--- src/rtl/mdac_pkg.sv ---
package mdac_pkg;
  typedef enum logic [1:0] {
    SLOT_REQ = 2'd0,
    SLOT_LO  = 2'd1,
    SLOT_HI  = 2'd2,
    SLOT_SEL = 2'd3
  } slot_e;
endpackage

--- src/rtl/mdac_regfile.sv ---
module mdac_regfile
  import mdac_pkg::*;
#(
  parameter int CODE_W = 8,
  parameter int SEL_W  = 2
) (
  input  logic              clk,
  input  logic              rst,
  input  logic              wr_en,
  input  logic [1:0]        wr_addr,
  input  logic [CODE_W-1:0] wr_data,
  input  logic              boot_load,
  input  logic [CODE_W-1:0] boot_req,
  input  logic [CODE_W-1:0] boot_lo,
  input  logic [CODE_W-1:0] boot_hi,
  input  logic [SEL_W-1:0]  boot_sel,
  output logic [CODE_W-1:0] req_q,
  output logic [CODE_W-1:0] lo_q,
  output logic [CODE_W-1:0] hi_q,
  output logic [SEL_W-1:0]  sel_q
);
  localparam logic [CODE_W-1:0] MID_CODE = CODE_W'((1 << (CODE_W-1)) - 1);
  localparam logic [CODE_W-1:0] ALL_ONES = {CODE_W{1'b1}};

  always_ff @(posedge clk) begin
    if (rst) begin
      req_q <= MID_CODE;
      lo_q  <= ALL_ONES;
      hi_q  <= '0;
      sel_q <= '0;
    end else if (boot_load) begin
      req_q <= boot_req;
      lo_q  <= boot_lo;
      hi_q  <= boot_hi;
      sel_q <= boot_sel;
    end else if (wr_en) begin
      unique case (slot_e'(wr_addr))
        SLOT_REQ: req_q <= wr_data;
        SLOT_LO:  lo_q  <= wr_data;
        SLOT_HI:  hi_q  <= wr_data;
        SLOT_SEL: sel_q <= wr_data[SEL_W-1:0];
        default:  ;
      endcase
    end
  end


  boot_copy_chk: assert property (@(posedge clk) disable iff (rst)
    $past(boot_load) && !$past(rst) |->
      (req_q == $past(boot_req)) && (lo_q == $past(boot_lo)) &&
      (hi_q == $past(boot_hi)) && (sel_q == $past(boot_sel)));


  quiet_hold_chk: assert property (@(posedge clk) disable iff (rst)
    !$past(boot_load) && !$past(wr_en) && !$past(rst) |->
      $stable(req_q) && $stable(lo_q) && $stable(hi_q) && $stable(sel_q));
endmodule

--- src/rtl/mdac_clamp.sv ---
module mdac_clamp #(
  parameter int CODE_W = 8,
  parameter int SEL_W  = 2
) (
  input  logic              clk,
  input  logic              rst,
  input  logic [CODE_W-1:0] req_q,
  input  logic [CODE_W-1:0] lo_q,
  input  logic [CODE_W-1:0] hi_q,
  input  logic [SEL_W-1:0]  sel_q,
  output logic [CODE_W-1:0] dac_code,
  output logic [SEL_W-1:0]  dac_range,
  output logic              dac_en
);
  localparam logic [CODE_W-1:0] MID_CODE = CODE_W'((1 << (CODE_W-1)) - 1);

  logic              bounds_ok;
  logic [CODE_W-1:0] code_n;

  always_comb begin
    bounds_ok = (lo_q <= hi_q);
    if (!bounds_ok)         code_n = MID_CODE;
    else if (req_q < lo_q)  code_n = lo_q;
    else if (req_q > hi_q)  code_n = hi_q;
    else                    code_n = req_q;
  end

  always_ff @(posedge clk) begin
    if (rst) begin
      dac_code  <= MID_CODE;
      dac_range <= '0;
      dac_en    <= 1'b0;
    end else begin
      dac_code  <= code_n;
      dac_range <= sel_q;
      dac_en    <= bounds_ok;
    end
  end


  in_window_chk: assert property (@(posedge clk) disable iff (rst)
    dac_en |-> (dac_code >= $past(lo_q)) && (dac_code <= $past(hi_q)));


  lock_off_chk: assert property (@(posedge clk) disable iff (rst)
    ($past(lo_q) > $past(hi_q)) && !$past(rst) |-> !dac_en && (dac_code == MID_CODE));


  pass_through_chk: assert property (@(posedge clk) disable iff (rst)
    !$past(rst) && ($past(lo_q) <= $past(req_q)) && ($past(req_q) <= $past(hi_q))
      |-> dac_en && (dac_code == $past(req_q)));


  range_follow_chk: assert property (@(posedge clk) disable iff (rst)
    !$past(rst) |-> dac_range == $past(sel_q));
endmodule

--- src/rtl/mdac_readback.sv ---
module mdac_readback
  import mdac_pkg::*;
#(
  parameter int CODE_W = 8,
  parameter int SEL_W  = 2
) (
  input  logic              clk,
  input  logic              rst,
  input  logic [1:0]        rd_addr,
  input  logic [CODE_W-1:0] req_q,
  input  logic [CODE_W-1:0] lo_q,
  input  logic [CODE_W-1:0] hi_q,
  input  logic [SEL_W-1:0]  sel_q,
  output logic [CODE_W-1:0] rd_data
);
  logic [CODE_W-1:0] pick;

  always_comb begin
    unique case (slot_e'(rd_addr))
      SLOT_REQ: pick = req_q;
      SLOT_LO:  pick = lo_q;
      SLOT_HI:  pick = hi_q;
      SLOT_SEL: pick = CODE_W'(sel_q);
      default:  pick = '0;
    endcase
  end

  always_ff @(posedge clk) begin
    if (rst) rd_data <= '0;
    else     rd_data <= pick;
  end


  raw_request_chk: assert property (@(posedge clk) disable iff (rst)
    !$past(rst) && ($past(rd_addr) == 2'd0) |-> rd_data == $past(req_q));
endmodule

--- src/rtl/mdac_limiter.sv ---
module mdac_limiter #(
  parameter int CODE_W = 8,
  parameter int SEL_W  = 2
) (
  input  logic              clk,
  input  logic              rst,
  input  logic              wr_en,
  input  logic [1:0]        wr_addr,
  input  logic [CODE_W-1:0] wr_data,
  input  logic [1:0]        rd_addr,
  output logic [CODE_W-1:0] rd_data,
  input  logic              boot_load,
  input  logic [CODE_W-1:0] boot_req,
  input  logic [CODE_W-1:0] boot_lo,
  input  logic [CODE_W-1:0] boot_hi,
  input  logic [SEL_W-1:0]  boot_sel,
  output logic [CODE_W-1:0] dac_code,
  output logic [SEL_W-1:0]  dac_range,
  output logic              dac_en
);
  logic [CODE_W-1:0] req_q, lo_q, hi_q;
  logic [SEL_W-1:0]  sel_q;

  mdac_regfile #(.CODE_W(CODE_W), .SEL_W(SEL_W)) u_regs (
    .clk(clk), .rst(rst),
    .wr_en(wr_en), .wr_addr(wr_addr), .wr_data(wr_data),
    .boot_load(boot_load), .boot_req(boot_req), .boot_lo(boot_lo),
    .boot_hi(boot_hi), .boot_sel(boot_sel),
    .req_q(req_q), .lo_q(lo_q), .hi_q(hi_q), .sel_q(sel_q)
  );

  mdac_clamp #(.CODE_W(CODE_W), .SEL_W(SEL_W)) u_clamp (
    .clk(clk), .rst(rst),
    .req_q(req_q), .lo_q(lo_q), .hi_q(hi_q), .sel_q(sel_q),
    .dac_code(dac_code), .dac_range(dac_range), .dac_en(dac_en)
  );

  mdac_readback #(.CODE_W(CODE_W), .SEL_W(SEL_W)) u_rd (
    .clk(clk), .rst(rst), .rd_addr(rd_addr),
    .req_q(req_q), .lo_q(lo_q), .hi_q(hi_q), .sel_q(sel_q),
    .rd_data(rd_data)
  );
endmodule

--- config.mk ---
export PLATFORM = sky130hd
export DESIGN_NAME = mdac_limiter
export DESIGN_NICKNAME = d
export VERILOG_FILES = /design/src/rtl/mdac_pkg.sv /design/src/rtl/mdac_regfile.sv /design/src/rtl/mdac_clamp.sv /design/src/rtl/mdac_readback.sv /design/src/rtl/mdac_limiter.sv
export SDC_FILE = /design/constraint.sdc
export NUM_CORES = 1
export LEC_CHECK = 0
export BUFFER_PORTS_ARGS = -buffer_cell sky130_fd_sc_hd__buf_4
export CAP_MARGIN = 20
export CORE_UTILIZATION = 25
export CTS_CLUSTER_DIAMETER = 200
export DETAILED_ROUTE_END_ITERATION = 10
export GPL_ROUTABILITY_DRIVEN = 0
export HOLD_SLACK_MARGIN = 0.15
export PLACE_DENSITY_LB_ADDON = 0.15
export SYNTH_ARGS = -nofsm -noshare
export SYNTH_HDL_FRONTEND = slang
export SYNTH_SLANG_ARGS = --single-unit
--- constraint.sdc ---
create_clock -name clk -period 4.3 [get_ports clk]
set_input_delay 0.215 -clock clk [delete_from_list [all_inputs] [get_ports clk]]
set_output_delay 0.215 -clock clk [all_outputs]
set_load 0.02 [all_outputs]
==> flow_summary.ini, run 1 <==
[status]
status = completed

[drt]
drtAntennaViolNets = 0
drt_iter0_drc = 69
drtPass1Iterations = 4
vias_per_cell = 4.68
wl_mm = 7.82
avgRoutedWirePerCell_um = 15.4
via_count = 2383
drc = 0

[synth]
yosysSeqAreaShare_pct = 33.5
synth_edf_count = 0
yosys.area_share.adder_pct = 10.7
syn_inst = 298
synth_top_family_by_area = simple AND/OR/NAND/NOR gates
synth_xor_area_share_pct = 0
synth_simple_gate_area_share_pct = 20.5
synth_warnings = 0
synth_flop_cell = dfxtp_1
yosys_register_bits = 45
synth.area.mux_share_pct = 16.2
syn_area_per_cell_um2 = 9.02
synth-async-reset-ratio_pct = 0
syn_area_mm2 = 0.00269
synth.distinct_cells = 42
synth_compound_area_share_pct = 14.0
syn-num-nets = 363

[sta]
worstMarginPinSlew_ns = 0.949
timing.final.hold_violations = 0
slew_headroom_pct = 36.4
finalClockSkew_ns = 0.0123
max_freq_ghz = 0.435
holdWs_ns = 0.155
tns_ns = 0
setup_viol = 0
period_share_pct = 53.5
layout_min_cycle_time_ns = 2.30
rsz0062_at_grt = no
finalMaxSlewViolations = 0

[placed_design]
io_buffers = 60
dp_hpwl_mm = 5.90

[setup_path]
cp-start-kind = flip-flop
crit_path_cell_trace = inv_1, ha_1, nand2_1, nor4_2, a21oi_4, nor4_2, a32oi_1
cp_max_fo = 7
r2r_slack_ns = 2.00
cp.arrival_ns = 2.45
crit_type = reg2reg
cp-end-kind = flip-flop
required_ns = 4.45
cp_slowest_cell = nor4_2
cp_num_buf_inv = 1
crit_family = simple AND/OR/NAND/NOR gates
crit_top_cell = nor4_2
slowest_delay_ns = 0.57

[power_and_ir_drop]
total_power_mw = 1.06
clkPwrFrac_pct = 30.4
cellPowerDensity_mw_per_mm2 = 296
p_sw_share_pct = 29.8
vdd_drop_max_uv = 170
leakagePower_nw = 1.62
combPwrFrac_pct = 25.6
seqPwrFrac_pct = 44.1
p_int_mw = 0.742
switchingPower_mw = 0.316

[clock_tree]
root_buffer = clkbuf_8
cts.htree.levels = 2
cts_resized = 0
cts.path.max_buffers = 2
post_cts_buffers = 0
numCtsBuffers = 5
clk_latency_ns = 0.31
path_clk_slew_ns = 0.09
holdBufCountCts = 23
cts_tree = yes
clkSinkCount = 45

[cells_and_area]
drive_gt1_share_pct = 20.1
area_delta_synth_final_pct = 33.1
final_util_pct = 34.5
n_antenna_cell = 0
nets = 438
multi_input_area_mm2 = 0.00165
fillers = 1119
seq_area_um2 = 901

[floorplanning]
dieWidth_um = 106
die_height_um = 106
start_util_pct = 25.9
core-area_mm2 = 0.0104
die-area_mm2 = 0.0112
ios = 61
rows = 37

[job]
drv_cap = 0

[grt]
antenna_found_initial = 0
grt_pass1_wl_mm = 12.5
track_usage_pct = 14.4
gr-total-overflow = 0
grt_max_degree = 40
grt_pass1_vias = 2461

[min_path]
worstHoldPathType = in2reg
==> cell type report <==
cell class	instances	share of cell area, %
clock inverter	2	0.980
tap	136	4.76
inverter	18	1.89
sequential	45	25.2
clock buffer	5	1.92
timing repair buffer	83	19.0
multi-input combinational	220	46.2
==> metal layers <==
layer  GRT usage [%]  part of all wire (%)
met2            25.7                    50
met5               0                     0
met4            4.96                   2.1
met1            17.5                    44
met3            2.23                   3.5
==> cell usage in the layout, fill, tap and decap left out, drive strengths merged, types with 4 or more instances in the layout <==
| cell | instances |
|---|---|
| buf | 60 |
| dfxtp | 45 |
| nor2 | 44 |
| mux2i | 32 |
| a21oi | 32 |
| ha | 23 |
| dlygate4sd3 | 23 |
| inv | 18 |
| nand2b | 16 |
| nand4 | 10 |
| nor2b | 8 |
| o31ai | 8 |
| a32oi | 7 |
| mux2 | 6 |
| clkbuf | 5 |
| o21ai | 5 |
| nand2 | 4 |
==> through the flow <==
step	std cells	setup slack, ns	cell area (um^2)
finish	509	2.00	3580
global route	509	1.88	3580
CTS	509	2.02	3580
detailed placement	479	2.05	3240
global placement	479	2.08	3240
floorplan	298	2.42	2690
==> cell usage after synthesis, types with 2 or more instances <==
cell type / count / area (um^2)
nor2_1: 44 / 165
buf_2: 4 / 20.0
or3_1: 2 / 12.5
nand2_1: 4 / 15.0
ha_1: 23 / 288
clkbuf_1: 9 / 33.8
inv_1: 18 / 67.6
mux2i_1: 32 / 320
nand3b_1: 2 / 15.0
a21oi_1: 31 / 155
and4_1: 2 / 17.5
dfxtp_1: 45 / 901
nor4_2: 2 / 25.0
nor2b_1: 8 / 50.1
a32oi_1: 7 / 61.3
o21ai_1: 3 / 15.0
o21ai_0: 2 / 10.0
nand4_1: 10 / 62.6
nand2b_1: 15 / 93.8
mux2_1: 6 / 67.6
o31ai_1: 8 / 60.1
==> kinds of logic after synthesis <==
logic type	count (synthesis)
simple gates	98
fa+ha+maj	23
flops	45
buf+inv	33
mux	40
compound gates	59
==> power groups by stage <==
stage	Clock, mW	Combinational [mW]	Sequential, mW
after floorplan	0	0.156	0.480
after global placement	0	0.256	0.476
after detailed placement	0	0.255	0.477
after CTS	0.329	0.273	0.467
after global routing	0.347	0.300	0.470
final	0.321	0.270	0.466
==> final timing paths <==
check,startpoint,endpoint,depth (start not counted)
setup / recovery,u_regs.lo_q[7],u_clamp.dac_code[6],7
hold / removal,boot_hi[2],u_regs.hi_q[2],3
setup reg to reg,u_regs.lo_q[7],u_clamp.dac_code[6],7
hold reg to reg,u_regs.sel_q[1],u_clamp.dac_range[1],1
==> sequential cells by signal, indices dropped and copies added, names as in the netlist <==
signal / cells
u_clamp.dac_code: 8
u_rd.rd_data: 8
u_regs.hi_q: 8
u_regs.lo_q: 8
u_regs.req_q: 8
u_clamp.dac_range: 2
u_regs.sel_q: 2
u_clamp.dac_en: 1
==> worst min-delay path: cells and delay by family <==
kind / cells / cell delay [ns]
AO/OA/AOI/OAI: 1 / 0.06
buffers and inverters: 1 / 0.08
AND/OR/NAND/NOR: 1 / 0.08
No activity file was read; power rests on OpenSTA's default activity.
==> inputs of run 2 (changes only) <==
Clock period 4.3 ns to 1.85 ns, I/O delays scaled along.
==> run 2 against run 1 <==
Clock power grew 150%. Sequential share of layout area down 3.9 points. Utilization up 8.0 points. Via count rose by 9.8%. Critical path type unchanged. Critical endpoint is now u_clamp.dac_code[3]. Largest cell class unchanged. Largest power group unchanged. Highest routed layer unchanged.
==> flow_summary.ini, run 2 (synthesized netlist as in run 1, its figures left out) <==
[status]
status = completed

[floorplanning]
rows = 37
start_util_pct = 25.9
dieWidth_um = 106
ios = 61
die_height_um = 106
die-area_mm2 = 0.0112
core-area_mm2 = 0.0104

[power_and_ir_drop]
leakagePower_nw = 1.93
cellPowerDensity_mw_per_mm2 = 635
vdd_drop_max_uv = 320

[grt]
track_usage_pct = 15.6
antenna_found_initial = 0
grt_max_degree = 40
gr-total-overflow = 0
grt_pass1_wl_mm = 13.5
grt_pass1_vias = 2718

[clock_tree]
cts.htree.levels = 2
cts_tree = yes
clkSinkCount = 45
numCtsBuffers = 5
clk_latency_ns = 0.30
path_clk_slew_ns = 0.10
cts.path.max_buffers = 2
root_buffer = clkbuf_8

[setup_path]
crit_type = reg2reg
cp-end-kind = flip-flop
cp-start-kind = flip-flop
cp_max_fo = 7
cp.arrival_ns = 2.02
required_ns = 2.03

[drt]
drtPass1Iterations = 4
drt_iter0_drc = 58
drtAntennaViolNets = 0
via_count = 2616
vias_per_cell = 4.63
wl_mm = 8.53
avgRoutedWirePerCell_um = 15.1
drc = 0

[sta]
timing.final.hold_violations = 0
period_share_pct = 99.9
worstMarginPinSlew_ns = 0.481
setup_viol = 0
finalMaxSlewViolations = 0
rsz0062_at_grt = yes
layout_min_cycle_time_ns = 1.85
slew_headroom_pct = 68.0
tns_ns = 0
holdWs_ns = 0.163
setup_ws_ns = 0.00248
finalClockSkew_ns = 0.00929
max_freq_ghz = 0.541

[placed_design]
place_ws_ns = -0.175
io_buffers = 60
dp_hpwl_mm = 6.43

[job]
drv_cap = 0

[min_path]
worstHoldPathType = in2reg

[cells_and_area]
seq_area_um2 = 936
final_util_pct = 42.4
n_antenna_cell = 0
fillers = 1066
multi_input_area_mm2 = 0.00196
final_cell_mix = buf_4 (100), nor2_1 (42), mux2i_1 (32)
nets = 493
drive_gt1_share_pct = 42.9
area_delta_synth_final_pct = 63.8
final_common_cell = buf_4
==> run 2: cell count changes in the layout (fill, tap and decap cells not counted), moves of 7 or more <==
cell,delta
dlygate4sd3_1,+8
dfxtp_1,-18
dfxtp_2,+13
inv_1,-7
buf_4,+40
ha_4,+10
ha_1,-11
==> run 2: final timing paths <==
check	start	end	slack (ns)	depth (start not counted)
worst min register to register	u_regs.sel_q[1]	u_clamp.dac_range[1]	0.51	1
worst max-delay path	u_regs.lo_q[7]	u_clamp.dac_code[3]	0.002	8
worst max register to register	u_regs.lo_q[7]	u_clamp.dac_code[3]	0.002	8
worst min-delay path	wr_data[6]	u_regs.hi_q[6]	0.16	5
==> run 2: layout make-up <==
| type | count | area share (%) |
|---|---|---|
| Multi-Input combinational cell | 220 | 44.5 |
| Timing Repair Buffer | 138 | 26.1 |
| Sequential cell | 45 | 21.3 |
| Tap cell | 136 | 3.87 |
| Clock buffer | 6 | 1.88 |
| Inverter | 18 | 1.59 |
| Clock inverter | 2 | 0.853 |
==> run 2: routing by layer <==
| layer | global-route usage [%] | share of wire [%] |
|---|---|---|
| met1 | 17.8 | 43 |
| met2 | 29.3 | 53 |
| met3 | 2.54 | 2.7 |
| met4 | 5.26 | 1.7 |
| met5 | 0 | 0 |
==> run 2: per-stage QoR <==
stage                     cells  cell area [um^2]  total power, mW
final                       565              4400             2.79
after global routing        565              4400             2.97
after CTS                   560              4090             2.73
after detailed placement    517              3540             1.80
after global placement      517              3540             1.79
after floorplan             298              2700             1.48
==> run 2: critical path: stages (launching register included) <==
cell and delay [ns]:
dfxtp_2 0.36, inv_2 0.06, ha_4 0.27, nand2_2 0.07, nor4_4 0.32, a21oi_4 0.12, nor4_4 0.24, buf_6 0.17
a32oi_2 0.10
==> run 2: where the power goes <==
| group | total, mW | switching [mW] | internal [mW] |
|---|---|---|---|
| Clock | 0.799 | 0.359 | 0.440 |
| Sequential | 1.08 | 0.0501 | 1.03 |
| Combinational | 0.914 | 0.425 | 0.489 |
==> run 2: timing repair <==
action,4_1_cts,5_1_grt
pin swaps,8,25
hold endpoints to repair,26,0
buffers inserted,4,5
setup endpoints to repair,8,8
hold buffers,31,0
gates resized for setup,28,57
==> inputs of run 3 (changes only) <==
Settings changed: CTS_BUF_LIST set to sky130_fd_sc_hd__clkbuf_4 sky130_fd_sc_hd__clkbuf_8, CTS_CLUSTER_DIAMETER 200 to unset, RECOVER_POWER set to 25.
==> run 3 against run 2 <==
Non-clock buffer count did not move. Utilization fell by 0.36 points. Setup slack barely moved. Sequential cell count did not move. Worst hold slack barely moved. Power fell by 0.45%. Clock power barely moved. Critical endpoint unchanged.
==> flow_summary.ini, run 3 (synthesized netlist as in run 1, its figures left out) <==
[clock_tree]
cts.htree.levels = 2
numCtsBuffers = 5
clk_latency_ns = 0.30
path_clk_slew_ns = 0.10
cts.path.max_buffers = 2
cts_tree = yes
clkSinkCount = 45
root_buffer = clkbuf_8

[sta]
worstMarginPinSlew_ns = 0.476
setup_viol = 0
finalClockSkew_ns = 0.0103
period_share_pct = 99.8
slew_headroom_pct = 68.3
rsz0062_at_grt = yes
timing.final.hold_violations = 0
layout_min_cycle_time_ns = 1.85
finalMaxSlewViolations = 0
max_freq_ghz = 0.541

[cells_and_area]
nets = 493
fillers = 1078
area_delta_synth_final_pct = 62.4
n_antenna_cell = 0
final_cell_mix = buf_4 (90), nor2_1 (42), mux2i_1 (32)
instances_no_fill = 565
final_common_cell = buf_4
drive_gt1_share_pct = 40.6
fin_area_mm2 = 0.00436

[grt]
gr-total-overflow = 0
grt_max_degree = 40
antenna_found_initial = 0
track_usage_pct = 15.6
grt_pass1_vias = 2718
grt_pass1_wl_mm = 13.5

[power_and_ir_drop]
switchingPower_mw = 0.832
clkPwrFrac_pct = 28.7
vdd_drop_max_uv = 320
p_int_mw = 1.95
total_power_mw = 2.78
combPwrFrac_pct = 32.5
cellPowerDensity_mw_per_mm2 = 637
p_sw_share_pct = 29.9
leakagePower_nw = 1.90
seqPwrFrac_pct = 38.9

[drt]
drt_iter0_drc = 71
avgRoutedWirePerCell_um = 15.1
drc = 0
drtPass1Iterations = 4
drtAntennaViolNets = 0
wl_mm = 8.54
via_count = 2616
vias_per_cell = 4.63

[setup_path]
cp.arrival_ns = 2.02
crit_type = reg2reg
cp-end-kind = flip-flop
cp_max_fo = 7
required_ns = 2.03
cp-start-kind = flip-flop

[floorplanning]
core-area_mm2 = 0.0104
dieWidth_um = 106
rows = 37
die_height_um = 106
start_util_pct = 25.9
ios = 61
die-area_mm2 = 0.0112

[job]
drv_cap = 0

[placed_design]
io_buffers = 60
dp_hpwl_mm = 6.43
place_inst = 517
placed_area_mm2 = 0.00354

[status]
status = completed

[min_path]
worstHoldPathType = in2reg
run 3: cell types whose count changed in the layout (fill, tap and decap cells not counted):
cell | before | now
buf_4 | 100 | 90
o21ai_0 | 1 | 2
o21ai_1 | 3 | 2
clkbuf_1 | 0 | 10
run 3: path summary, 6_finish.rpt:
| kind | end | cells past startpoint | start | slack (ns) |
|---|---|---|---|---|
| min reg2reg | u_clamp.dac_range[1] | 1 | u_regs.sel_q[1] | 0.51 |
| max | u_clamp.dac_code[3] | 8 | u_regs.lo_q[7] | 0.003 |
| max reg2reg | u_clamp.dac_code[3] | 8 | u_regs.lo_q[7] | 0.003 |
| min | u_regs.hi_q[6] | 5 | wr_data[6] | 0.16 |
run 3: power by group through the flow:
stage / clock network (mW) / registers [mW] / logic (mW)
floorplan: 0 / 1.12 / 0.366
global placement: 0 / 1.09 / 0.693
detailed placement: 0 / 1.09 / 0.700
CTS: 0.842 / 1.07 / 0.810
global route: 0.880 / 1.09 / 0.989
finish: 0.797 / 1.08 / 0.903
run 3: cell type report:
type	count	area [um^2]	share of cell area, %
repair buffers	138	1110	25.5
flip-flops and latches	45	936	21.4
clock buffers	6	82.6	1.89
well taps	136	170	3.90
clock inverters	2	37.5	0.860
multi-input cells	220	1960	44.8
inverters	18	70.1	1.61
run 3: worst max-delay path, stage by stage, from the launching register on:
cell     delay, ns
dfxtp_2       0.36
inv_2         0.06
ha_4          0.27
nand2_2       0.07
nor4_4        0.32
a21oi_4       0.12
nor4_4        0.24
buf_6         0.17
a32oi_2       0.10
run 3: layer usage:
layer	routed length, um	vias up	track usage [%]
met5	0	-	0
li1	-	1330	-
met1	3660	1228	17.8
met4	142	0	5.26
met3	229	11	2.54
met2	4500	47	29.3
run 3: through the flow:
stage | setup WS [ns] | hold slack, ns | TNS [ns] | utilization [%]
5_1_grt | -0.0646 | 0.171 | -0.387 | 42.1
3_5_place_dp | -0.175 | 0.318 | -1.05 | 34.1
4_1_cts | -0.0588 | 0.150 | -0.361 | 39.4
6_report | 0.00286 | 0.163 | 0 | 42.1
2_1_floorplan | -0.00393 | 0.224 | -0.00393 | -
3_3_place_gp | -0.150 | 0.310 | -0.679 | 34.1
run 3: timing repair:
action	4_1_cts	5_1_grt
gates cloned	0	0
hold buffers	31	0
pin swaps	8	25
endpoints found under the hold margin	26	0
buffers inserted	4	5
resized for setup	28	57
endpoints found under the setup margin	8	8
